<file path="src/rtl/adc_irq_pkg.sv">
package adc_irq_pkg;
   localparam int SEL_W = 2;

   typedef enum logic [SEL_W-1:0] {
      SEL_MODE = 2'd0,
      SEL_PEND = 2'd1,
      SEL_OVF  = 2'd2,
      SEL_NONE = 2'd3
   } reg_sel_e;
endpackage

</file>
<file path="src/rtl/adc_irq_chan.sv">
module adc_irq_chan (
   input  logic clk,
   input  logic rst,
   input  logic evt,
   input  logic cont_mode,
   input  logic pend_clr,
   input  logic ovf_clr,
   output logic pend_q,
   output logic ovf_q,
   output logic irq
);
   logic lost;

   assign lost = evt & pend_q;
   assign irq  = evt & (cont_mode | ~pend_q);

   always_ff @(posedge clk) begin
      if (rst) begin
         pend_q <= 1'b0;
         ovf_q  <= 1'b0;
      end else begin
         if (evt)
            pend_q <= 1'b1;
         else if (pend_clr)
            pend_q <= 1'b0;
         if (lost)
            ovf_q <= 1'b1;
         else if (ovf_clr)
            ovf_q <= 1'b0;
      end
   end

   assert_flag_sets_R2: assert property (@(posedge clk) disable iff (rst)
      evt |=> pend_q);
   assert_gated_R3: assert property (@(posedge clk) disable iff (rst)
      (pend_q && !cont_mode) |-> !irq);
   assert_cont_pulse_R4: assert property (@(posedge clk) disable iff (rst)
      (evt && cont_mode) |-> irq);
   assert_clear_R5: assert property (@(posedge clk) disable iff (rst)
      (pend_clr && !evt) |=> !pend_q);
   assert_lost_R6: assert property (@(posedge clk) disable iff (rst)
      (evt && pend_q) |=> ovf_q);
   assert_ovf_clear_R8: assert property (@(posedge clk) disable iff (rst)
      (ovf_clr && !(evt && pend_q)) |=> !ovf_q);
endmodule

</file>
<file path="src/rtl/adc_irq_regs.sv">
module adc_irq_regs
   import adc_irq_pkg::*;
#(
   parameter int NUM_CH        = 4,
   parameter bit RD_REGISTERED = 1'b0
) (
   input  logic              clk,
   input  logic              rst,
   input  logic              wr,
   input  logic [SEL_W-1:0]  wsel,
   input  logic [NUM_CH-1:0] wdata,
   input  logic [SEL_W-1:0]  rsel,
   input  logic [NUM_CH-1:0] pend,
   input  logic [NUM_CH-1:0] ovf,
   output logic [NUM_CH-1:0] mode_q,
   output logic [NUM_CH-1:0] pend_clr,
   output logic [NUM_CH-1:0] ovf_clr,
   output logic [NUM_CH-1:0] rdata
);
   reg_sel_e          wsel_e, rsel_e;
   logic [NUM_CH-1:0] rd_mux;

   assign wsel_e   = reg_sel_e'(wsel);
   assign rsel_e   = reg_sel_e'(rsel);
   assign pend_clr = (wr && wsel_e == SEL_PEND) ? wdata : '0;
   assign ovf_clr  = (wr && wsel_e == SEL_OVF)  ? wdata : '0;

   always_ff @(posedge clk) begin
      if (rst)
         mode_q <= '0;
      else if (wr && wsel_e == SEL_MODE)
         mode_q <= wdata;
   end

   always_comb begin
      unique case (rsel_e)
         SEL_MODE: rd_mux = mode_q;
         SEL_PEND: rd_mux = pend;
         SEL_OVF:  rd_mux = ovf;
         default:  rd_mux = '0;
      endcase
   end

   generate
      if (RD_REGISTERED) begin : g_rd_reg
         always_ff @(posedge clk) begin
            if (rst) rdata <= '0;
            else     rdata <= rd_mux;
         end
      end else begin : g_rd_comb
         assign rdata = rd_mux;
      end
   endgenerate

   assert_mode_load_R10: assert property (@(posedge clk) disable iff (rst)
      (wr && wsel == 2'd0) |=> (mode_q == $past(wdata)));
endmodule

</file>
<file path="src/rtl/adc_irq_flag_ctrl.sv">
module adc_irq_flag_ctrl
   import adc_irq_pkg::*;
#(
   parameter int NUM_CH = 4
) (
   input  logic              clk,
   input  logic              rst,
   input  logic [NUM_CH-1:0] conv_evt,
   input  logic              reg_wr,
   input  logic [SEL_W-1:0]  reg_wsel,
   input  logic [NUM_CH-1:0] reg_wdata,
   input  logic [SEL_W-1:0]  reg_rsel,
   output logic [NUM_CH-1:0] reg_rdata,
   output logic [NUM_CH-1:0] irq_pulse
);
   logic [NUM_CH-1:0] mode_q, pend_clr, ovf_clr, pend_q, ovf_q;

   generate
      if (NUM_CH < 1 || NUM_CH > 32) begin : g_bad_ch
         $error("NUM_CH must lie between 1 and 32");
      end
   endgenerate

   adc_irq_regs #(.NUM_CH(NUM_CH), .RD_REGISTERED(1'b0)) u_regs (
      .clk      (clk),
      .rst      (rst),
      .wr       (reg_wr),
      .wsel     (reg_wsel),
      .wdata    (reg_wdata),
      .rsel     (reg_rsel),
      .pend     (pend_q),
      .ovf      (ovf_q),
      .mode_q   (mode_q),
      .pend_clr (pend_clr),
      .ovf_clr  (ovf_clr),
      .rdata    (reg_rdata)
   );

   generate
      for (genvar c = 0; c < NUM_CH; c++) begin : g_ch
         adc_irq_chan u_chan (
            .clk       (clk),
            .rst       (rst),
            .evt       (conv_evt[c]),
            .cont_mode (mode_q[c]),
            .pend_clr  (pend_clr[c]),
            .ovf_clr   (ovf_clr[c]),
            .pend_q    (pend_q[c]),
            .ovf_q     (ovf_q[c]),
            .irq       (irq_pulse[c])
         );
      end
   endgenerate

   assert_reset_R1: assert property (@(posedge clk)
      rst |=> (mode_q == '0 && pend_q == '0 && ovf_q == '0));
   assert_quiet_R11: assert property (@(posedge clk) disable iff (rst)
      (conv_evt == '0 && !reg_wr) |=> $stable(pend_q) && $stable(ovf_q) && $stable(mode_q));
endmodule

</file>
<file path="config.mk">
export PLATFORM = sky130hd
export DESIGN_NAME = adc_irq_flag_ctrl
export DESIGN_NICKNAME = d
export VERILOG_FILES = /design/src/rtl/adc_irq_pkg.sv /design/src/rtl/adc_irq_chan.sv /design/src/rtl/adc_irq_regs.sv /design/src/rtl/adc_irq_flag_ctrl.sv
export SDC_FILE = /design/constraint.sdc
export NUM_CORES = 1
export LEC_CHECK = 0
export BUFFER_PORTS_ARGS = -buffer_cell sky130_fd_sc_hd__buf_2
export CORE_UTILIZATION = 40
export DETAILED_ROUTE_END_ITERATION = 10
export GPL_TIMING_DRIVEN = 0
export PLACE_DENSITY_LB_ADDON = 0.12
export SYNTH_ARGS = -nofsm -noshare
export SYNTH_HDL_FRONTEND = slang
export SYNTH_SLANG_ARGS = --single-unit
</file>
<file path="constraint.sdc">
create_clock -name clk -period 0.85 [get_ports clk]
set_input_delay 0.17 -clock clk [delete_from_list [all_inputs] [get_ports clk]]
set_output_delay 0.17 -clock clk [all_outputs]
set_load 0.01 [all_outputs]
</file>
==> results of run 1 <==
[layer usage]
metal  up-vias  GRT usage [%]  share of wire, %
met4         0           7.50              0.59
met2        15           28.3                48
li1        320              -                 -
met3         2           2.59               2.9
met1       304           26.0                48
met5         -              0                 0
[cells by family after synthesis]
group | synth area share (%)
AO/OA/AOI/OAI | 22.2
multiplexers | 12.3
flip-flops | 36.8
AND/OR/NAND/NOR | 18.2
buffers and inverters | 10.5
[sequential cells by signal, indices dropped and copies added, names as in the netlist]
signal / flops
g_ch.u_chan.ovf_q: 4
u_regs.mode_q: 4
g_ch.u_chan.pend_q: 4
[what timing repair did]
item | in CTS | in global routing
resized for setup | 16 | 17
pin swaps | 8 | 10
endpoints found under the setup margin | 8 | 16
buffers inserted | 8 | 2
[layout by cell type, fill, tap and decap left out, types with 2 or more instances in the layout]
cell type   n
a21oi_1     3
a21oi_2     4
a311oi_1    6
a311oi_2    2
and3b_2     2
buf_2      18
buf_4       5
buf_6       8
clkbuf_4    3
dfxtp_1     4
dfxtp_2     8
inv_1       4
inv_2       4
mux2i_1     8
nand2_1     3
nand2b_1    8
nor2_1      3
o2bb2ai_1   4
[power by group through the flow]
stage               clock (W)  sequential [W]  combinational (W)
global route         0.000505        0.000631           0.000350
floorplan                   0        0.000630           0.000145
global placement            0        0.000636           0.000232
CTS                  0.000469        0.000622           0.000276
detailed placement          0        0.000637           0.000236
finish               0.000454        0.000627           0.000318
[metrics by stage]
step / utilization (%) / total power, W / std cells
2_1_floorplan: - / 0.000774 / 74
3_3_place_gp: 51.2 / 0.000868 / 111
3_5_place_dp: 51.2 / 0.000873 / 111
4_1_cts: 58.4 / 0.00137 / 119
5_1_grt: 62.7 / 0.00149 / 120
6_report: 62.7 / 0.00140 / 120
[worst min-delay path by stage]
stage                             from                    end  depth (start not counted)
final                     reg_wdata[0]  g_ch[0].u_chan.pend_q                          2
after global routing      reg_wdata[2]  g_ch[2].u_chan.pend_q                          2
after CTS                 reg_wdata[2]  g_ch[2].u_chan.pend_q                          2
after detailed placement  reg_wdata[2]  g_ch[2].u_chan.pend_q                          2
after global placement    reg_wdata[0]   g_ch[0].u_chan.ovf_q                          2
after floorplan           reg_wdata[0]  g_ch[0].u_chan.pend_q                          1
[layout make-up]
class,instances,area (sq um),area share [%]
Sequential cell,12,250,26.2
Inverter,8,30.0,3.14
Timing Repair Buffer,30,213,22.3
Tap cell,16,20.0,2.09
Multi-Input combinational cell,48,397,41.5
Buffer,2,10.0,1.05
Clock buffer,4,36.3,3.80
==> key figures, run 1 <==
Outcome
  • Violated checks: negative setup slack
  • Status: finished with violations

STA
  • Final count of hold timing violations: 0
  • Hold slack final: 0.110 ns
  • Min cycle time layout: 1.14 ns
  • Final worst-path cycle share: 134%
  • Post-route setup slack: -0.290 ns
  • TNS Setup: -2.04 ns
  • Unrepaired setup endpoints after global routing: true
  • Final Max Slew Viols: 0
  • Fmax: 0.877 GHz
  • Layout Skew: 0.000301 ns
  • # setup viols final: 10
  • Slew @ Worst Pin: 0.334 ns
  • Max transition margin: 77.7%

Floorplan
  • Top-Level Pins: 23
  • Chip width: 42.4 um
  • Num rows: 14
  • Die area: 1800 sq um
  • Die Ht: 42.4 um
  • Core box area: 1520 sq um
  • Starting Density: 42.9%

Routing
  • Vias per cell: 5.34
  • Antenna Nets Post-Route: 0
  • Routed len/inst: 12.7 um
  • Pre-antenna DRT Iters: 4
  • Initial DRC count: 6
  • Routed wire length: 1.53 mm
  • # DRC: 0
  • Via count: 641

Yosys
  • Synth Register Bits: 12
  • Async SR Flop Fraction: 0%
  • Yosys top cell by area: dfxtp_1
  • Mapped Area: 653 sq um
  • EDFF count, synth: 0
  • Synth Flop Type: dfxtp_1
  • Ys Warns: 0
  • Post-Syn Nets: 89
  • Area contributors post-synth: dfxtp_1 (37%), mux2i_1 (12%), a311oi_1 (11%)
  • Area share of the largest cell type after synthesis: 36.8%
  • Distinct cells, synth: 15
  • Syn Area/Cell: 8.83 sq um
  • Most numerous cell in the Yosys netlist: dfxtp_1
  • Cells after Synth: 74
  • Sequential-to-total area share from yosys stat: 36.8%

Clock network
  • Hold-fix buffers, CTS: 0
  • CTS tree: built
  • Clock latency at the later pin of the worst-skew pair: 0.27 ns
  • CTS root buf: clkbuf_4
  • H-tree Lvls: 1
  • Clock-pin transition on the worst setup and hold timing paths: 0.08 ns
  • Num Clock Sinks: 12
  • Clock Tree Buf Depth: 2
  • Num CTS Buffers: 3

GRT
  • Initial antenna violation count: 0
  • First-pass GRT wire length: 2.54 mm
  • Remaining Overflow, GRT: 0
  • Vias in the first global route: 580
  • Pin count of the biggest net entering global routing: 11
  • Gr usage total: 18.5%

Critical path
  • Critical Path RT: 0.68 ns
  • Setup crit end: reg_rdata[3]
  • CP max stage delay: 0.36 ns
  • Cell count of the worst reg-to-reg path: 4
  • WP depth: 3
  • Setup crit end kind: output port
  • Maximum fanout along the worst path: 3
  • Reg-to-reg setup timing slack: -0.04 ns
  • Worst path cell trace: mux2i_1 > o2bb2ai_1 > buf_2
  • Delay-heaviest family, CP: flip-flops
  • Worst Path Buf+Inv: 1
  • Critical setup path kind: reg2out
  • Slowest CP cell: dfxtp_2
  • R2r endpoint: g_ch[2].u_chan.ovf_q
  • Crit path launch: g_ch[3].u_chan.pend_q
  • Launching point of the worst reg2reg path: g_ch[2].u_chan.pend_q
  • Arr. time, crit path: 0.97 ns
  • Worst Setup Start Kind: register

Power
  • Pint: 0.00103 W
  • Switching Fraction: 26.5%
  • Max VDD drop: 847 uV
  • Comb power frac: 22.7%
  • Leak Pwr: 0.415 nW
  • Clock share of power: 32.5%
  • Flop pwr share: 44.8%
  • Pwr Density: 1460 nW/um^2
  • NetSw: 0.000370 W

Min path
  • HP Class: in2reg

Layout
  • Fillers: 144
  • ANT cells: 0
  • Cell area after layout: 956 sq um
  • Share of layout cells above drive strength 1: 58.7%
  • Nets: 120
  • Syn-to-layout area delta: 46.4%

Job
  • Max Cap Viol: 0

Placed design
  • IO buf count: 21
  • Post-Place Setup Slack: -0.189 ns
  • Hpwl dp: 1.04 mm
  • RePlAce Congestion: 0.708
  • Dpl cell area: 781 sq um
Note: power is estimated with default switching activity, not from simulation.
==> inputs of run 2 (changes only) <==
==> constraint.sdc (replaced) <==
create_clock -name clk -period 0.85 [get_ports clk]
set_input_delay 0.0425 -clock clk [delete_from_list [all_inputs] [get_ports clk]]
set_output_delay 0.0425 -clock clk [all_outputs]
set_load 0.01 [all_outputs]
==> run 2 against run 1 <==
The flow still finishes with violations (negative setup slack). Worst setup slack improved by 0.11 ns. Register-to-register slack about the same. Maximum frequency grew 10%. Core utilization is 0.25 points lower. Count of clock-buffer cells in the layout unchanged. Non-clock buffer count rose by 2. Power decreased by 1.4%. Clock skew rose by 0.0046 ns. Clock power barely moved. Routed wire length up 1.7%. Worst hold slack got worse by 0.056 ns. Largest power group unchanged.
==> key figures, run 2 (synthesis gave the netlist of run 1 again) <==
Outcome
  • Status: finished with violations
  • Violated checks: negative setup slack

Clock network
  • H-tree Lvls: 1
  • CTS root buf: clkbuf_4
  • Clock latency at the later pin of the worst-skew pair: 0.27 ns
  • Num CTS Buffers: 3
  • Clock Tree Buf Depth: 2
  • Clock-pin transition on the worst setup and hold timing paths: 0.08 ns
  • CTS tree: built
  • Num Clock Sinks: 12

Routing
  • Initial DRC count: 7
  • # DRC: 0
  • Pre-antenna DRT Iters: 4
  • Routed len/inst: 12.7 um
  • Via count: 642
  • Vias per cell: 5.26
  • Routed wire length: 1.55 mm
  • Antenna Nets Post-Route: 0

GRT
  • GR Layer Usage met1: 23.6%
  • First-pass GRT wire length: 2.56 mm
  • Gr busiest metal: met2
  • Gr usage total: 18.6%
  • Initial antenna violation count: 0
  • Met3 usage: 3.88%
  • GR Util met2: 30.5%
  • Vias in the first global route: 624
  • Pin count of the biggest net entering global routing: 11
  • Remaining Overflow, GRT: 0

Layout
  • Share of layout cells above drive strength 1: 51.9%
  • Leading cell type in the layout, fill and taps excluded: buf_2
  • Cell area after layout: 952 sq um
  • Nets: 122
  • ANT cells: 0
  • Most frequent cells in the layout: buf_2 (18), mux2i_1 (8), nand2b_1 (8), a311oi_1 (7)
  • Syn-to-layout area delta: 45.8%
  • Fillers: 145
  • Biggest regs: g_ch.u_chan.ovf_q (4), g_ch.u_chan.pend_q (4), u_regs.mode_q (4)

Critical path
  • Worst Path Buf+Inv: 1
  • Critical Path RT: 0.81 ns
  • Arr. time, crit path: 0.99 ns
  • CP max stage delay: 0.36 ns
  • Setup crit end kind: output port
  • Maximum fanout along the worst path: 3
  • Worst Setup Start Kind: register
  • Slowest CP cell: dfxtp_2
  • Worst path cell trace: mux2i_1 > o2bb2ai_1 > buf_2
  • Reg-to-reg setup timing slack: -0.03 ns
  • Critical setup path kind: reg2out
  • Delay-heaviest family, CP: flip-flops

Placed design
  • Hpwl dp: 1.02 mm
  • RePlAce Congestion: 0.699
  • Dpl cell area: 778 sq um
  • Post-Place Setup Slack: -0.0495 ns
  • IO buf count: 21

Floorplan
  • Die area: 1800 sq um
  • Top-Level Pins: 23
  • Die Ht: 42.4 um
  • Num rows: 14
  • Chip width: 42.4 um
  • Starting Density: 42.9%
  • Core box area: 1520 sq um

Job
  • Max Cap Viol: 0

STA
  • # setup viols final: 9
  • Fmax: 0.967 GHz
  • Slew @ Worst Pin: 0.476 ns
  • TNS Setup: -1.03 ns
  • Final count of hold timing violations: 0
  • Max transition margin: 68.2%
  • Unrepaired setup endpoints after global routing: true
  • Min cycle time layout: 1.03 ns
  • Layout Skew: 0.00487 ns
  • Post-route setup slack: -0.184 ns
  • Final Max Slew Viols: 0
  • Final worst-path cycle share: 122%

Power
  • Total power: 0.00138 W
  • Leak Pwr: 0.412 nW
  • Max VDD drop: 915 uV
  • Pwr Density: 1450 nW/um^2

Min path
  • HP Class: in2reg
[run 2: repair_timing]
item	4_1_cts	5_1_grt
buffers inserted	5	2
hold buffers	4	0
pin swaps	9	6
setup endpoints to repair	8	13
hold endpoints to repair	7	0
resized for setup	18	9
[run 2: power breakdown]
part           internal, W  total (W)  switching, W  leakage [nW]
clock network     0.000260   0.000454      0.000194        0.0210
logic             0.000163   0.000299      0.000136         0.288
registers         0.000597   0.000627     0.0000294         0.102
total              0.00102    0.00138      0.000360         0.412
[run 2: metrics by stage]
stage                     util, %  hold slack, ns  std cells
after floorplan                 -           0.151         74
after global placement       51.1           0.273        111
after detailed placement     51.1           0.278        111
after CTS                    59.6          0.0592        120
after global routing         62.5          0.0606        122
final                        62.5          0.0538        122
[run 2: layout make-up]
type | count | area (sq um) | share of cell area, %
clock buffers | 4 | 36.3 | 3.81
inverters | 8 | 30.0 | 3.15
plain buffers | 2 | 8.76 | 0.920
well taps | 16 | 20.0 | 2.10
flip-flops and latches | 12 | 255 | 26.8
repair buffers | 32 | 230 | 24.2
multi-input cells | 48 | 372 | 39.0
[run 2: worst register-to-register path, delay by kind of cell (launching register included)]
| family | cells | cell delay (ns) |
|---|---|---|
| compound gates | 1 | 0.19 |
| buf+inv | 2 | 0.21 |
| flops | 1 | 0.35 |
| simple gates | 1 | 0.06 |
[run 2: routing by layer]
layer  routed length [um]  up-vias
li1                     -      325
met2                  776       17
met5                    0        -
met1                  710      298
met3                   55        2
met4                   10        0
[run 2: path summary, 6_finish.rpt]
check | endpoint | from | cells after the start
max | reg_rdata[0] | g_ch[0].u_chan.pend_q | 3
min | g_ch[2].u_chan.pend_q | conv_evt[2] | 3
max reg2reg | g_ch[1].u_chan.ovf_q | g_ch[1].u_chan.pend_q | 4
min reg2reg | u_regs.mode_q[1] | u_regs.mode_q[1] | 2
==> inputs of run 3 (changes only) <==
--- a/config.mk
+++ b/config.mk
@@ -10,6 +10,8 @@
 export DETAILED_ROUTE_END_ITERATION = 10
 export GPL_TIMING_DRIVEN = 0
 export PLACE_DENSITY_LB_ADDON = 0.12
+export RECOVER_POWER = 25
 export SYNTH_ARGS = -nofsm -noshare
 export SYNTH_HDL_FRONTEND = slang
+export SYNTH_HIERARCHICAL = 1
 export SYNTH_SLANG_ARGS = --single-unit
==> run 3 against run 2 <==
The flow still finishes with violations (negative setup slack). Worst hold slack worse by 0.032 ns. Largest cell class unchanged. Routed wire length is 9.1% lower. Global-route usage is 1.2 points lower.
==> key figures, run 3 <==
GRT
  • Vias in the first global route: 530
  • First-pass GRT wire length: 2.33 mm
  • Remaining Overflow, GRT: 0
  • Initial antenna violation count: 0
  • Pin count of the biggest net entering global routing: 17
  • Gr usage total: 17.4%

Power
  • Leak Pwr: 0.396 nW
  • Flop pwr share: 47.6%
  • Comb power frac: 17.3%
  • Switching Fraction: 26.0%
  • Clock share of power: 35.1%
  • NetSw: 0.000343 W
  • Max VDD drop: 824 uV
  • Pint: 0.000973 W
  • Pwr Density: 1500 nW/um^2

Critical path
  • Arr. time, crit path: 0.96 ns
  • Reg-to-reg setup timing slack: 0.12 ns
  • Critical Path RT: 0.81 ns
  • Worst Setup Start Kind: register
  • CP max stage delay: 0.36 ns
  • Maximum fanout along the worst path: 3
  • Launching point of the worst reg2reg path: u_regs/mode_q[1]
  • Cell count of the worst reg-to-reg path: 3
  • R2r endpoint: u_regs/mode_q[1]
  • Critical setup path kind: reg2out
  • Slowest CP cell: dfxtp_2
  • Setup crit end kind: output port
  • Worst path cell trace: mux2i_1 > o2bb2ai_1 > buf_2

STA
  • # setup viols final: 8
  • Slew @ Worst Pin: 0.382 ns
  • Layout Skew: 0.000390 ns
  • Final count of hold timing violations: 0
  • Final Max Slew Viols: 0
  • Fmax: 0.995 GHz
  • Final worst-path cycle share: 118%
  • Min cycle time layout: 1.00 ns
  • Post-route setup slack: -0.155 ns
  • Max transition margin: 74.5%
  • Unrepaired setup endpoints after global routing: true

Yosys
  • Most numerous cell in the Yosys netlist: nand2b_1
  • Distinct cells, synth: 13
  • Synth Flop Type: dfxtp_1
  • Synth Register Bits: 12
  • EDFF count, synth: 0
  • Area share of the largest cell type after synthesis: 35.6%
  • Area contributors post-synth: dfxtp_1 (36%), nand2b_1 (15%), mux2i_1 (12%)
  • Cells after Synth: 77
  • Async SR Flop Fraction: 0%
  • Ys Warns: 6
  • Post-Syn Nets: 92
  • Sequential-to-total area share from yosys stat: 35.6%
  • Post-synth top cells: nand2b_1 (16), dfxtp_1 (12)
  • Syn Area/Cell: 8.77 sq um
  • Yosys top cell by area: dfxtp_1
  • Mapped Area: 676 sq um

Min path
  • Hold EP: g_ch[2].u_chan/ovf_q
  • HP Class: in2reg
  • Hold Startpoint: conv_evt[2]
  • Hold path depth: 3

Job
  • Max Cap Viol: 0

Clock network
  • H-tree Lvls: 1
  • Clock latency at the later pin of the worst-skew pair: 0.27 ns
  • Clock Tree Buf Depth: 2
  • Clock-pin transition on the worst setup and hold timing paths: 0.08 ns
  • Num Clock Sinks: 12
  • CTS tree: built
  • Num CTS Buffers: 3
  • CTS root buf: clkbuf_4
  • Hold-fix buffers, CTS: 0

Floorplan
  • Num rows: 14
  • Chip width: 43.1 um
  • Core box area: 1540 sq um
  • Top-Level Pins: 23
  • Die area: 1860 sq um
  • Die Ht: 43.1 um
  • Starting Density: 43.8%

Routing
  • Routed wire length: 1.41 mm
  • Routed len/inst: 11.7 um
  • Initial DRC count: 14
  • Pre-antenna DRT Iters: 4
  • Vias per cell: 4.96
  • Antenna Nets Post-Route: 0
  • Via count: 600
  • # DRC: 0

Layout
  • Biggest regs: g_ch.u_chan/ovf_q (4), g_ch.u_chan/pend_q (4), u_regs/mode_q (4)
  • Most frequent cells in the layout: buf_2 (22), nand2b_1 (16), mux2i_1 (8), and2_1 (8)
  • Leading cell type in the layout, fill and taps excluded: buf_2
  • Share of layout cells above drive strength 1: 44.8%
  • Cell area after layout: 880 sq um
  • ANT cells: 0
  • Nets: 121
  • Syn-to-layout area delta: 30.2%
  • Fillers: 161

Placed design
  • Post-Place Setup Slack: -0.0442 ns
  • Dpl cell area: 801 sq um
  • Hpwl dp: 1.01 mm
  • RePlAce Congestion: 0.718
  • IO buf count: 21

Outcome
  • Violated checks: negative setup slack
  • Status: finished with violations
-- run 3: changes by cell type in the layout (fill, tap and decap cells not counted), moves of 4 or more --
cell           delta
dlygate4sd3_1     -4
nor2_1            -4
and2_1            +8
buf_6             -6
buf_2             +4
nand2b_1          +8
a311oi_1          -7
-- run 3: how the worst max path moves through the flow --
stage	from	to	slack, ns	depth (start not counted)
6_report	u_regs/mode_q[1]	reg_rdata[1]	-0.15	3
5_1_grt	u_regs/mode_q[3]	reg_rdata[3]	-0.21	3
4_1_cts	u_regs/mode_q[0]	reg_rdata[0]	-0.16	3
3_5_place_dp	reg_wsel[0]	g_ch[0].u_chan/ovf_q	-0.04	5
3_3_place_gp	reg_rsel[0]	reg_rdata[0]	-0.04	4
2_1_floorplan	reg_wr	g_ch[0].u_chan/pend_q	0.15	4
-- run 3: final cells by class --
cell class                      instances  area [sq um]  area share (%)
Multi-Input combinational cell         56           412            46.8
Buffer                                  1          5.00           0.569
Timing Repair Buffer                   24           128            14.5
Clock buffer                            4          36.3            4.13
Inverter                                8          30.0            3.41
Sequential cell                        12           249            28.3
Tap cell                               16          20.0            2.28
-- run 3: kinds of logic (layout without fill, tap and decap cells) --
logic type | after synthesis | after routing | synth area share [%]
buf+inv | 9 | 37 | 5.18
simple gates | 32 | 32 | 31.1
compound gates | 16 | 16 | 16.3
mux | 8 | 8 | 11.9
flops | 12 | 12 | 35.6
-- run 3: power by group through the flow --
| stage | Combinational, W | Clock [W] | Sequential [W] |
|---|---|---|---|
| after floorplan | 0.000127 | 0 | 0.000626 |
| after global placement | 0.000215 | 0 | 0.000632 |
| after detailed placement | 0.000218 | 0 | 0.000634 |
| after CTS | 0.000221 | 0.000482 | 0.000622 |
| after global routing | 0.000255 | 0.000514 | 0.000631 |
| final | 0.000228 | 0.000462 | 0.000626 |
-- run 3: critical path, delay by kind of cell, from the launching register on --
family / cells / cell delay [ns]
buffers and inverters: 1 / 0.14
muxes: 1 / 0.07
AOI/OAI and AO/OA: 1 / 0.12
DFF: 1 / 0.36
-- run 3: per-layer routing --
metal	track usage [%]	part of all wire, %
met1	23.9	47
met2	25.1	47
met3	2.55	4.5
met4	10.9	1.6
met5	0	0
-- run 3: metrics by stage --
stage	std cells	setup TNS [ns]	power, W	hold WS, ns	util, %
2_1_floorplan	77	0	0.000754	0.105	-
3_3_place_gp	114	-0.293	0.000847	0.310	51.9
3_5_place_dp	114	-0.359	0.000852	0.316	51.9
4_1_cts	119	-1.02	0.00133	0.00580	55.2
5_1_grt	121	-1.46	0.00140	0.0234	57.1
6_report	121	-0.929	0.00132	0.0219	57.1
-- run 3: repair_timing --
| item | CTS | global route |
|---|---|---|
| pin swaps | 8 | 1 |
| buffers inserted | 1 | 2 |
| resized for setup | 5 | 7 |
| endpoints found under the setup margin | 8 | 8 |
